===== config.mk =====
export PLATFORM = sky130hd
export DESIGN_NAME = flash_erase_seq
export DESIGN_NICKNAME = d
export VERILOG_FILES = /design/src/rtl/flash_erase_pkg.sv /design/src/rtl/fes_first_set.sv /design/src/rtl/fes_blk_span.sv /design/src/rtl/flash_erase_seq.sv
export SDC_FILE = /design/constraint.sdc
export NUM_CORES = 1
export LEC_CHECK = 0
export BUFFER_PORTS_ARGS = -buffer_cell sky130_fd_sc_hd__buf_4
export CORE_MARGIN = 1.5
export CORE_UTILIZATION = 56
export CTS_CLUSTER_SIZE = 8
export DETAILED_ROUTE_END_ITERATION = 6
export PLACE_DENSITY = 0.8
export SLEW_MARGIN = 20
export SYNTH_ARGS = -nofsm -noshare
export SYNTH_HDL_FRONTEND = slang
export SYNTH_SLANG_ARGS = --single-unit
export TNS_END_PERCENT = 50

===== constraint.sdc =====
create_clock -name clk -period 5.7 [get_ports clk]
set_input_delay 0.57 -clock clk [delete_from_list [all_inputs] [get_ports clk]]
set_output_delay 0.57 -clock clk [all_outputs]
set_load 0.03 [all_outputs]

===== src/rtl/flash_erase_pkg.sv =====
package flash_erase_pkg;

    typedef enum logic [2:0] {
        FES_IDLE,
        FES_LAUNCH,
        FES_PREWR,
        FES_PULSE,
        FES_VSETUP,
        FES_VDUMMY,
        FES_VSETTLE,
        FES_VREAD
    } fes_state_e;

    localparam logic [7:0] FES_BLANK = 8'hFF;
    localparam logic [7:0] FES_ZERO  = 8'h00;

endpackage


===== src/rtl/fes_first_set.sv =====
module fes_first_set #(
    parameter  int N  = 5,
    localparam int IW = (N > 1) ? $clog2(N) : 1
) (
    input  logic [N-1:0]  vec,
    output logic          found,
    output logic [IW-1:0] idx
);

    // lowest set bit wins: scan downward so the last hit is the lowest
    always_comb begin
        found = 1'b0;
        idx   = '0;
        for (int i = N - 1; i >= 0; i--) begin
            if (vec[i]) begin
                found = 1'b1;
                idx   = IW'(i);
            end
        end
    end

endmodule


===== src/rtl/fes_blk_span.sv =====
module fes_blk_span #(
    parameter  int NBLK      = 5,
    parameter  int BLK_WORDS = 256,
    localparam int AW        = $clog2(NBLK * BLK_WORDS),
    localparam int IW        = (NBLK > 1) ? $clog2(NBLK) : 1
) (
    input  logic [IW-1:0] idx,
    output logic [AW-1:0] first,
    output logic [AW-1:0] last
);

    logic [AW-1:0] base_tab [NBLK];

    for (genvar g = 0; g < NBLK; g++) begin : g_base
        assign base_tab[g] = AW'(g * BLK_WORDS);
    end

    always_comb begin
        first = '0;
        for (int i = 0; i < NBLK; i++) begin
            if (idx == IW'(i)) first = base_tab[i];
        end
        last = first + AW'(BLK_WORDS - 1);
    end

endmodule


===== src/rtl/flash_erase_seq.sv =====
module flash_erase_seq
    import flash_erase_pkg::*;
#(
    parameter  int NBLK      = 5,
    parameter  int BLK_WORDS = 256,
    parameter  int T_ERASE   = 1250000,
    parameter  int T_VS1     = 500,
    parameter  int T_VS2     = 250,
    parameter  int MAX_TRY   = 3000,
    localparam int AW        = $clog2(NBLK * BLK_WORDS),
    localparam int IW        = (NBLK > 1) ? $clog2(NBLK) : 1,
    localparam int TLONG     = (T_ERASE > T_VS1) ? ((T_ERASE > T_VS2) ? T_ERASE : T_VS2)
                                                 : ((T_VS1 > T_VS2) ? T_VS1 : T_VS2),
    localparam int CW        = $clog2(TLONG + 1),
    localparam int TW        = $clog2(MAX_TRY + 1)
) (
    input  logic            clk,
    input  logic            rst_n,
    input  logic            start,
    input  logic [NBLK-1:0] blk_sel,
    input  logic            prewrite_en,
    output logic [NBLK-1:0] flash_blk_mask,
    output logic            flash_erase,
    output logic            flash_verify,
    output logic            flash_we,
    output logic [AW-1:0]   flash_addr,
    output logic [7:0]      flash_wdata,
    input  logic [7:0]      flash_rdata,
    output logic            wdog_en,
    output logic            busy,
    output logic            done,
    output logic            error
);

    typedef struct packed {
        fes_state_e      st;
        logic [NBLK-1:0] mask;
        logic            pre;
        logic [IW-1:0]   blk;
        logic [AW-1:0]   addr;
        logic [CW-1:0]   cnt;
        logic [TW-1:0]   tries;
        logic            done;
        logic            err;
    } fes_regs_t;

    fes_regs_t r_d, r_q;

    // block lookup: lowest pending block, and next pending block above the current one
    logic [NBLK-1:0] upto_bit, above_vec;
    logic            fst_found, nxt_found;
    logic [IW-1:0]   fst_idx, nxt_idx, tgt_idx;
    logic [AW-1:0]   tgt_first, tgt_last_unused, cur_first_unused, cur_last;

    assign upto_bit  = NBLK'(1) << r_q.blk;
    assign above_vec = r_q.mask & ~((upto_bit << 1) - NBLK'(1));

    fes_first_set #(.N(NBLK)) u_fst (.vec(r_q.mask), .found(fst_found), .idx(fst_idx));
    fes_first_set #(.N(NBLK)) u_nxt (.vec(above_vec), .found(nxt_found), .idx(nxt_idx));

    assign tgt_idx = (r_q.st == FES_PREWR || r_q.st == FES_VREAD) ? nxt_idx : fst_idx;

    fes_blk_span #(.NBLK(NBLK), .BLK_WORDS(BLK_WORDS)) u_tgt_span (
        .idx(tgt_idx), .first(tgt_first), .last(tgt_last_unused)
    );
    fes_blk_span #(.NBLK(NBLK), .BLK_WORDS(BLK_WORDS)) u_cur_span (
        .idx(r_q.blk), .first(cur_first_unused), .last(cur_last)
    );

    always_comb begin
        r_d = r_q;
        unique case (r_q.st)
            FES_IDLE: begin
                if (start) begin
                    r_d.st    = FES_LAUNCH;
                    r_d.mask  = blk_sel;
                    r_d.pre   = prewrite_en;
                    r_d.tries = TW'(1);
                    r_d.done  = 1'b0;
                    r_d.err   = 1'b0;
                end
            end
            FES_LAUNCH: begin
                r_d.cnt = '0;
                if (!fst_found) begin
                    r_d.st   = FES_IDLE;
                    r_d.done = 1'b1;
                end else if (r_q.pre) begin
                    r_d.st   = FES_PREWR;
                    r_d.blk  = fst_idx;
                    r_d.addr = tgt_first;
                end else begin
                    r_d.st = FES_PULSE;
                end
            end
            FES_PREWR: begin
                if (r_q.addr != cur_last) begin
                    r_d.addr = r_q.addr + AW'(1);
                end else if (nxt_found) begin
                    r_d.blk  = nxt_idx;
                    r_d.addr = tgt_first;
                end else begin
                    r_d.st  = FES_PULSE;
                    r_d.cnt = '0;
                end
            end
            FES_PULSE: begin
                if (r_q.cnt == CW'(T_ERASE - 1)) begin
                    r_d.st   = FES_VSETUP;
                    r_d.blk  = fst_idx;
                    r_d.addr = tgt_first;
                    r_d.cnt  = '0;
                end else begin
                    r_d.cnt = r_q.cnt + CW'(1);
                end
            end
            FES_VSETUP: begin
                if (r_q.cnt == CW'(T_VS1 - 1)) begin
                    r_d.st  = FES_VDUMMY;
                    r_d.cnt = '0;
                end else begin
                    r_d.cnt = r_q.cnt + CW'(1);
                end
            end
            FES_VDUMMY: begin
                r_d.st  = FES_VSETTLE;
                r_d.cnt = '0;
            end
            FES_VSETTLE: begin
                if (r_q.cnt == CW'(T_VS2 - 1)) begin
                    r_d.st  = FES_VREAD;
                    r_d.cnt = '0;
                end else begin
                    r_d.cnt = r_q.cnt + CW'(1);
                end
            end
            FES_VREAD: begin
                r_d.cnt = '0;
                if (flash_rdata == FES_BLANK) begin
                    if (r_q.addr != cur_last) begin
                        r_d.st   = FES_VDUMMY;
                        r_d.addr = r_q.addr + AW'(1);
                    end else begin
                        r_d.mask[r_q.blk] = 1'b0;
                        if (nxt_found) begin
                            r_d.st   = FES_VSETUP;
                            r_d.blk  = nxt_idx;
                            r_d.addr = tgt_first;
                        end else begin
                            r_d.st   = FES_IDLE;
                            r_d.done = 1'b1;
                        end
                    end
                end else if (r_q.tries >= TW'(MAX_TRY)) begin
                    r_d.st  = FES_IDLE;
                    r_d.err = 1'b1;
                end else begin
                    r_d.st    = FES_PULSE;
                    r_d.tries = r_q.tries + TW'(1);
                end
            end
            default: r_d.st = FES_IDLE;
        endcase
    end

    always_ff @(posedge clk or negedge rst_n) begin
        if (!rst_n) begin
            r_q    <= '0;
            r_q.st <= FES_IDLE;
        end else begin
            r_q <= r_d;
        end
    end

    logic in_verify, addr_live;
    assign in_verify = (r_q.st == FES_VSETUP) || (r_q.st == FES_VDUMMY) ||
                       (r_q.st == FES_VSETTLE) || (r_q.st == FES_VREAD);
    assign addr_live = in_verify || (r_q.st == FES_PREWR);

    assign busy           = (r_q.st != FES_IDLE);
    assign flash_blk_mask = busy ? r_q.mask : '0;
    assign flash_erase    = (r_q.st == FES_PULSE);
    assign wdog_en        = (r_q.st == FES_PULSE);
    assign flash_verify   = in_verify;
    assign flash_we       = (r_q.st == FES_PREWR) || (r_q.st == FES_VDUMMY);
    assign flash_wdata    = (r_q.st == FES_VDUMMY) ? FES_BLANK : FES_ZERO;
    assign flash_addr     = addr_live ? r_q.addr : '0;
    assign done           = r_q.done;
    assign error          = r_q.err;

endmodule


==> impl_metrics.yaml, run 1 <==
critical_path:
  crit_chain: "or3b_2 > ha_1 > nand2_1 > or3b_1 > or3_4 > o31a_4 > nor2_2 > a21oi_1"
  critPathArrivalTime_ps: 3700
  critPathSlowestCell: "nor2_2"
  cp_data_required_time_ps: 5890
  path_class: "reg -> reg"
  max_stage_delay_ps: 630
  cp-end-kind: "flip-flop"
  path_max_fanout: 37
  start_kind: "flip-flop"
sta:
  finalWorstSetupSlack_ps: 2190
  worstMarginPinSlew_ps: 926
  fmax_mhz: 285
  grt_setup_unrepaired: "no"
  skew_ps: 3.48
  setup_viol: 0
  totalNegativeSetupSlack_ps: 0
  layout_min_cycle_time_ps: 3510
  drv_slew: 0
  timing.final.crit_share_pct: 61.5
  max_slew_margin_pct: 37.7
  hold_viol: 0
run_status:
  violations: "DRC"
  outcome: "complete, but fails checks"
clocking:
  cts-buffers-inserted: 9
  clockBufferDepth: 2
  clock_latency_ps: 350
  cts_tree: "built"
  root_buffer: "clkbuf_8"
  post_cts_resized: 0
  clkTransAtPathRegs_ps: 70
  ctsHoldBuffers: 0
  htreeDepth: 3
  cts_sinks: 58
  cts_setup_buffers: 0
logic_synthesis:
  yosysWarningCount: 0
  syn_area_um2: 3780
  ys_seq_area_share_pct: 38.4
  syn_inst: 440
  synth_area_per_cell_um2: 8.59
  synth_nets: 463
  synth-seq-cells: 58
  yosysUniqueCellTypes: 63
  synth_enable_flop_cells: 0
  synthFlopType: "dfrtp_1"
  async_flop_share_pct: 100
floorplanning:
  std_cell_rows: 29
  dieArea_um2: 7250
  start_util_pct: 58.8
  die_h_um: 85.1
  core_um2: 6420
  num_io_pins: 48
  die_width_um: 85.1
finish:
  layout_common_cells: "dfrtp_1, buf_4, nand2_1, nor2_1, o21ai_0"
  drive_gt1_share_pct: 18.4
  final_nets: 491
  syn2layout_area_growth_pct: 12.5
  fillers: 525
  multi_input_area_um2: 2100
  stdcell_area_um2: 4250
  diodes: 0
  layout_commonest_cell: "dfrtp_1"
  regArea_um2: 1450
pwr:
  p_int_mw: 0.641
  peakVddDrop_v: 0.000134
  clkPwrFrac_pct: 45.2
  swShare_pct: 23.1
  comb_power_share_pct: 4.6
  power.switching_mw: 0.192
  leakagePower_nw: 1.84
  power.density_nw_per_um2: 196
  p_seq_share_pct: 50.2
global_routing:
  grt_start_max_net_pins: 59
  grt_pass1_vias: 3242
  grt_overflow: 0
  track_usage_pct: 25.7
  grt_pass1_wl_um: 15000
  grt_antenna_before_repair: 0
place:
  place.gp.congestion: 0.876
  place_area_um2: 4060
  io_buffer_count: 47
  post-dp-hpwl_um: 6250
  pre_cts_ws_ps: 1900
hold_path:
  hold_path_class: "in -> async"
routing:
  vias: 3484
  drt_pass1_iterations: 7
  vias_per_cell: 6.35
  drt-total-wl_um: 8880
  wl_per_cell_um: 16.2
  drtAntennaViolNets: 0
  drt_iter0_drc: 294
  drc: 3
job:
  drv_cap: 0
-- flip-flops by register name, indices dropped and copies added, names as in the netlist --
signal	count
done	1
error	1
r_q	56
-- final timing paths --
path | to | from | slack [ps] | cells past startpoint
min in group clk | r_q[49] | prewrite_en | 420 | 3
setup / recovery | r_q[33] | r_q[46] | 2190 | 8
max in group asynchronous | r_q[25] | rst_n | 4920 | 1
setup reg to reg | r_q[33] | r_q[46] | 2190 | 8
hold / removal | r_q[51] | rst_n | 290 | 1
hold reg to reg | r_q[11] | r_q[11] | 500 | 1
-- routing by layer --
layer / part of all wire [%] / track usage, % / vias up
li1: - / - / 1666
met1: 45 / 34.6 / 1706
met2: 49 / 41.4 / 94
met3: 3.8 / 3.89 / 18
met4: 2.2 / 11.2 / 0
met5: 0 / 0 / -
-- critical path, delay by kind of cell (launching register included) --
family | cells | cell delay, ps
adders and majority gates | 1 | 300
AOI/OAI and AO/OA | 2 | 530
DFF | 1 | 520
and+or+nand+nor | 5 | 2000
-- final cells by class --
class	count	area share [%]
clock buffers	12	3.42
clock inverters	3	0.942
inverters	14	1.24
multi-input cells	337	49.5
flip-flops and latches	58	34.2
well taps	77	2.27
repair buffers	48	8.48
-- synthesized netlist by cell type (all sizes together), types with 2 or more instances --
cell type / n / area, um^2
mux2: 5 / 56.3
inv: 14 / 52.6
clkbuf: 15 / 60.1
and4b: 2 / 20.0
nor2b: 17 / 106
nor2: 30 / 113
ha: 6 / 75.1
nand2b: 8 / 50.1
or3: 14 / 92.6
buf: 16 / 119
a21oi: 31 / 174
a31oi: 3 / 18.8
a31o: 2 / 17.5
o21ai: 28 / 140
a211oi: 2 / 15.0
o211ai: 3 / 22.5
dfrtp: 58 / 1450
o22ai: 4 / 25.0
nand4: 13 / 81.3
o31ai: 13 / 97.6
and2: 4 / 27.5
or4: 6 / 60.1
nand2: 40 / 150
o311ai: 2 / 17.5
nor3: 15 / 75.1
nand4b: 2 / 17.5
nand3: 25 / 125
nor3b: 4 / 35.0
a22o: 6 / 52.6
nor4: 5 / 31.3
o31a: 2 / 26.3
xor2: 4 / 35.0
and3: 11 / 68.8
or3b: 2 / 17.5
or2: 2 / 12.5
a2bb2oi: 4 / 35.0
mux2i: 7 / 70.1
-- stage by stage --
step / std cells / power (mW) / hold slack [ps] / utilization [%]
global route: 549 / 0.856 / 371 / 66.2
CTS: 549 / 0.835 / 325 / 66.1
global placement: 534 / 0.464 / 466 / 63.2
floorplan: 440 / 0.441 / 274 / -
finish: 549 / 0.833 / 287 / 66.2
detailed placement: 534 / 0.465 / 476 / 63.2
-- cells by family (layout without fill, tap and decap cells) --
logic type	Yosys count	count (layout)	synth area share, %
AO/OA/AOI/OAI	109	109	19.1
multiplexers	12	12	3.34
flip-flops	58	58	38.4
XOR/XNOR	5	5	1.16
AND/OR/NAND/NOR	205	205	29.9
adder cells (fa/ha/maj)	6	6	1.99
buffers and inverters	45	77	6.13
-- power groups by stage --
| stage | Sequential [mW] | Clock, mW | Combinational (mW) |
|---|---|---|---|
| floorplan | 0.425 | 0 | 0.0162 |
| global placement | 0.426 | 0 | 0.0377 |
| detailed placement | 0.426 | 0 | 0.0388 |
| CTS | 0.419 | 0.378 | 0.0390 |
| global route | 0.419 | 0.395 | 0.0429 |
| finish | 0.419 | 0.376 | 0.0382 |
Power figures use the tool's default switching activity.
==> run 2: changes to the inputs <==
--- a/config.mk
+++ b/config.mk
@@ -7,10 +7,10 @@
 export LEC_CHECK = 0
 export BUFFER_PORTS_ARGS = -buffer_cell sky130_fd_sc_hd__buf_4
 export CORE_MARGIN = 1.5
-export CORE_UTILIZATION = 56
+export CORE_UTILIZATION = 53
 export CTS_CLUSTER_SIZE = 8
 export DETAILED_ROUTE_END_ITERATION = 6
-export PLACE_DENSITY = 0.8
+export PLACE_DENSITY = 0.79
 export SLEW_MARGIN = 20
 export SYNTH_ARGS = -nofsm -noshare
 export SYNTH_HDL_FRONTEND = slang
==> constraint.sdc (replaced) <==
create_clock -name clk -period 2.9 [get_ports clk]
set_input_delay 0.29 -clock clk [delete_from_list [all_inputs] [get_ports clk]]
set_output_delay 0.29 -clock clk [all_outputs]
set_load 0.03 [all_outputs]
==> impl_metrics.yaml, run 2 (synthesis gave the netlist of run 1 again) <==
clocking:
  ctsHoldBuffers: 0
  clockBufferDepth: 2
  cts_sinks: 58
  clkTransAtPathRegs_ps: 60
  cts_tree: "built"
  clock_latency_ps: 350
  htreeDepth: 3
  cts-buffers-inserted: 9
  root_buffer: "clkbuf_8"
finish:
  syn2layout_area_growth_pct: 22.1
  largest-register: "r_q"
  largest_register_ffs: 56
  final_nets: 522
  layout_common_cells: "buf_4, dfrtp_1, nand2_1, nor2_1, o21ai_0"
  drive_gt1_share_pct: 25.8
  layout_commonest_cell: "buf_4"
  diodes: 0
place:
  post-dp-hpwl_um: 6460
  io_buffer_count: 47
  place.gp.congestion: 0.844
  pre_cts_ws_ps: -166
critical_path:
  cp-end-kind: "flip-flop"
  start_kind: "flip-flop"
  crit_chain: "or3b_4 > ha_4 > nand2_4 > or3b_4 > or3_4 > o31a_4 > or4_4 > a21oi_2"
  path_max_fanout: 7
  critPathArrivalTime_ps: 3180
  cp_data_required_time_ps: 3180
  max_stage_delay_ps: 500
  crit_family: "simple AND/OR/NAND/NOR gates"
  path_class: "reg -> reg"
  timing.critical_path.buf_inv: 0
  path_common_cell: "or3b_4"
  critPathSlowestCell: "or4_4"
sta:
  finalWorstSetupSlack_ps: -5.32
  setup_viol: 2
  max_slew_margin_pct: 42.3
  totalNegativeSetupSlack_ps: -8.86
  skew_ps: 10.1
  layout_min_cycle_time_ps: 2910
  fmax_mhz: 344
  grt_setup_unrepaired: "yes"
  drv_slew: 0
  timing.final.crit_share_pct: 100
  holdWs_ps: -4.62
  hold_viol: 4
  worstMarginPinSlew_ps: 855
run_status:
  outcome: "complete, but fails checks"
  violations: "hold timing, setup timing"
routing:
  wl_per_cell_um: 15.9
  drtAntennaViolNets: 0
  vias: 3662
  drt_pass1_iterations: 5
  vias_per_cell: 6.10
  drt-total-wl_um: 9550
  drc: 0
  drt_iter0_drc: 273
floorplanning:
  dieArea_um2: 7640
  die_width_um: 87.4
  num_io_pins: 48
  core_um2: 6830
  std_cell_rows: 30
  die_h_um: 87.4
  start_util_pct: 55.3
global_routing:
  grt_overflow: 0
  grt_pass1_wl_um: 15900
  track_usage_pct: 26.5
  grt_start_max_net_pins: 59
  grt_antenna_before_repair: 0
  grt_pass1_vias: 3409
pwr:
  finalPower_mw: 1.74
  peakVddDrop_v: 0.000280
  power.density_nw_per_um2: 377
  leakagePower_nw: 2.02
job:
  drv_cap: 0
hold_path:
  hold_path_class: "in -> async"
run 2: changes by cell type in the layout (fill, tap and decap cells not counted), sizes merged:
cell      before  now
buf           48   77
clkinvlp       0    1
bufinv         1    2
o31a           2    4
clkbuf        12   11
run 2: stage by stage:
stage / cell area, um^2 / cells / hold WS (ps) / util [%]
2_1_floorplan: 3810 / 440 / -5.59 / -
3_3_place_gp: 4280 / 577 / 401 / 62.7
3_5_place_dp: 4280 / 577 / 414 / 62.7
4_1_cts: 4530 / 596 / 37.0 / 66.3
5_1_grt: 4610 / 600 / 76.8 / 67.5
6_report: 4610 / 600 / -4.62 / 67.5
run 2: metal layers:
layer	global-route usage, %	part of all wire, %
met3	4.36	6.0
met5	0	0
met1	34.1	43
met4	12.6	2.0
met2	43.4	49
run 2: cell type report:
class,instances,area [um^2]
Inverter,14,52.6
Tap cell,96,120
Timing Repair Buffer,77,587
Clock inverter,5,77.6
Multi-Input combinational cell,339,2180
Clock buffer,11,141
Sequential cell,58,1450
Fill cell,543,2220
run 2: final timing paths:
check	start	endpoint	slack, ps	cells past startpoint
worst min register to register	r_q[7]	r_q[7]	480	1
min in group clk	prewrite_en	r_q[49]	120	3
worst min-delay path	rst_n	r_q[54]	-5	1
worst max register to register	r_q[47]	r_q[28]	-5	8
worst max-delay path	r_q[47]	r_q[28]	-5	8
max in group asynchronous	rst_n	r_q[23]	2400	1
run 2: report_power, final:
group	internal [mW]	total, mW	switching (mW)
combinational	0.0353	0.0788	0.0435
clock	0.504	0.838	0.333
sequential	0.815	0.823	0.00835
total	1.35	1.74	0.385
run 2: timing repair:
item	CTS	global route
setup buffers	1	3
gates resized for setup	0	14
cloned	2	1
endpoints found under the setup margin	19	17
pin swaps	3	2
hold endpoints to repair	0	0
==> run 3: changes to the inputs <==
--- a/config.mk
+++ b/config.mk
@@ -6,11 +6,11 @@
 export NUM_CORES = 1
 export LEC_CHECK = 0
 export BUFFER_PORTS_ARGS = -buffer_cell sky130_fd_sc_hd__buf_4
-export CORE_MARGIN = 1.5
 export CORE_UTILIZATION = 53
 export CTS_CLUSTER_SIZE = 8
 export DETAILED_ROUTE_END_ITERATION = 6
 export PLACE_DENSITY = 0.79
+export SETUP_SLACK_MARGIN = 0.4
 export SLEW_MARGIN = 20
 export SYNTH_ARGS = -nofsm -noshare
 export SYNTH_HDL_FRONTEND = slang
==> impl_metrics.yaml, run 3 (synthesis gave the netlist of run 1 again) <==
finish:
  diodes: 0
  layout_commonest_cell: "buf_4"
  multi_input_area_um2: 2280
  stdcell_area_um2: 4770
  final_nets: 527
  largest_register_ffs: 56
  largest-register: "r_q"
  regArea_um2: 1450
  fillers: 527
  layout_common_cells: "buf_4, dfrtp_1, nand2_1, nor2_1, nand3_1"
  syn2layout_area_growth_pct: 26.1
  drive_gt1_share_pct: 31.0
sta:
  max_slew_margin_pct: 39.5
  skew_ps: 12.4
  fmax_mhz: 343
  timing.final.crit_share_pct: 100
  drv_slew: 0
  hold_viol: 3
  holdWs_ps: -9.69
  totalNegativeSetupSlack_ps: -18.2
  setup_viol: 2
  layout_min_cycle_time_ps: 2910
  worstMarginPinSlew_ps: 897
  finalWorstSetupSlack_ps: -11.7
  grt_setup_unrepaired: "yes"
hold_path:
  hold_path_class: "in -> async"
pwr:
  p_seq_share_pct: 48.7
  power.density_nw_per_um2: 354
  swShare_pct: 24.7
  power.switching_mw: 0.416
  finalPower_mw: 1.69
  peakVddDrop_v: 0.000298
  clkPwrFrac_pct: 46.3
  p_int_mw: 1.27
  comb_power_share_pct: 4.9
  leakagePower_nw: 2.04
clocking:
  cts-buffers-inserted: 9
  clock_latency_ps: 350
  htreeDepth: 3
  cts_sinks: 58
  root_buffer: "clkbuf_8"
  clockBufferDepth: 2
  clkTransAtPathRegs_ps: 80
  cts_tree: "built"
  ctsHoldBuffers: 0
critical_path:
  cp_data_required_time_ps: 3120
  timing.critical_path.buf_inv: 1
  critPathSlowestCell: "or3b_4"
  path_class: "reg -> reg"
  rr_endpoint: "r_q[27]"
  cp-end-kind: "flip-flop"
  path_max_fanout: 7
  r2r_start: "r_q[47]"
  r2r_setup_slack_ps: -10
  r2r_cells: 9
  max_stage_delay_ps: 420
  start_kind: "flip-flop"
  crit_family: "simple AND/OR/NAND/NOR gates"
  path_common_cell: "or3b_4"
  crit_chain: "or3b_4 > ha_4 > nand2_2 > or3b_4 > or3_4 > o31a_4 > buf_6 > o31ai_1 > a21oi_2"
  critPathArrivalTime_ps: 3140
routing:
  drt-total-wl_um: 9930
  wl_per_cell_um: 16.4
  drt_iter0_drc: 268
  vias_per_cell: 6.16
  drtAntennaViolNets: 0
  drc: 0
  vias: 3724
  drt_pass1_iterations: 5
place:
  io_buffer_count: 47
  place.gp.congestion: 0.910
  place_area_um2: 4280
  post-dp-hpwl_um: 6470
global_routing:
  track_usage_pct: 26.6
  grt_pass1_vias: 3419
  grt_overflow: 0
  grt_start_max_net_pins: 59
  grt_pass1_wl_um: 15600
  grt_antenna_before_repair: 0
floorplanning:
  die_h_um: 86.4
  core_um2: 6830
  num_io_pins: 48
  dieArea_um2: 7470
  die_width_um: 86.4
  start_util_pct: 55.3
  std_cell_rows: 30
job:
  drv_cap: 0
run_status:
  outcome: "complete, but fails checks"
  violations: "hold timing, setup timing"
## run 3: cell count changes in the layout (fill, tap and decap cells not counted), sizes merged
cell      change
o31a          -1
clkinvlp      +2
clkbuf        -1
buf           +6
bufinv        -1
## run 3: area by class of cell
type | count | share of cell area (%)
multi-input combinational | 338 | 47.9
clock buffer | 10 | 2.89
sequential | 58 | 30.5
inverter | 14 | 1.10
timing repair buffer | 83 | 13.8
tap | 96 | 2.52
clock inverter | 6 | 1.39
## run 3: timing repair
item | in CTS | in global routing
buffers inserted | 4 | 6
pin swaps | 4 | 8
setup endpoints to repair | 35 | 44
resized for setup | 12 | 44
hold endpoints to repair | 0 | 0
gates cloned | 2 | 0
## run 3: layer usage
metal | up-vias | wire (um) | track usage [%]
met3 | 25 | 626 | 6.00
met4 | 0 | 203 | 12.0
li1 | 1744 | - | -
met5 | - | 0 | 0
met2 | 157 | 4880 | 43.9
met1 | 1798 | 4220 | 33.5
## run 3: worst max-delay path by stage
| stage | start | endpoint | slack [ps] | cells past startpoint |
|---|---|---|---|---|
| 2_1_floorplan | r_q[47] | r_q[28] | -70 | 9 |
| 3_5_place_dp | r_q[47] | r_q[34] | -80 | 9 |
| 5_1_grt | r_q[48] | r_q[27] | -100 | 9 |
| 6_report | r_q[47] | r_q[27] | -10 | 9 |
| 3_3_place_gp | r_q[47] | r_q[28] | -30 | 8 |
| 4_1_cts | r_q[47] | r_q[27] | 30 | 8 |
## run 3: power groups by stage
stage               clock (mW)  combinational, mW  sequential (mW)
floorplan                    0             0.0330            0.835
global placement             0             0.0785            0.837
detailed placement           0             0.0809            0.837
CTS                      0.785             0.0828            0.822
global route             0.816             0.0915            0.823
finish                   0.782             0.0830            0.822
## run 3: stage by stage
stage	std cells	hold WS (ps)	setup slack (ps)	util, %
CTS	599	21.6	31.7	66.9
floorplan	440	-5.59	-71.1	-
finish	605	-9.69	-11.7	69.8
detailed placement	577	406	-81.2	62.7
global route	605	63.1	-98.1	69.8
global placement	577	397	-28.5	62.7
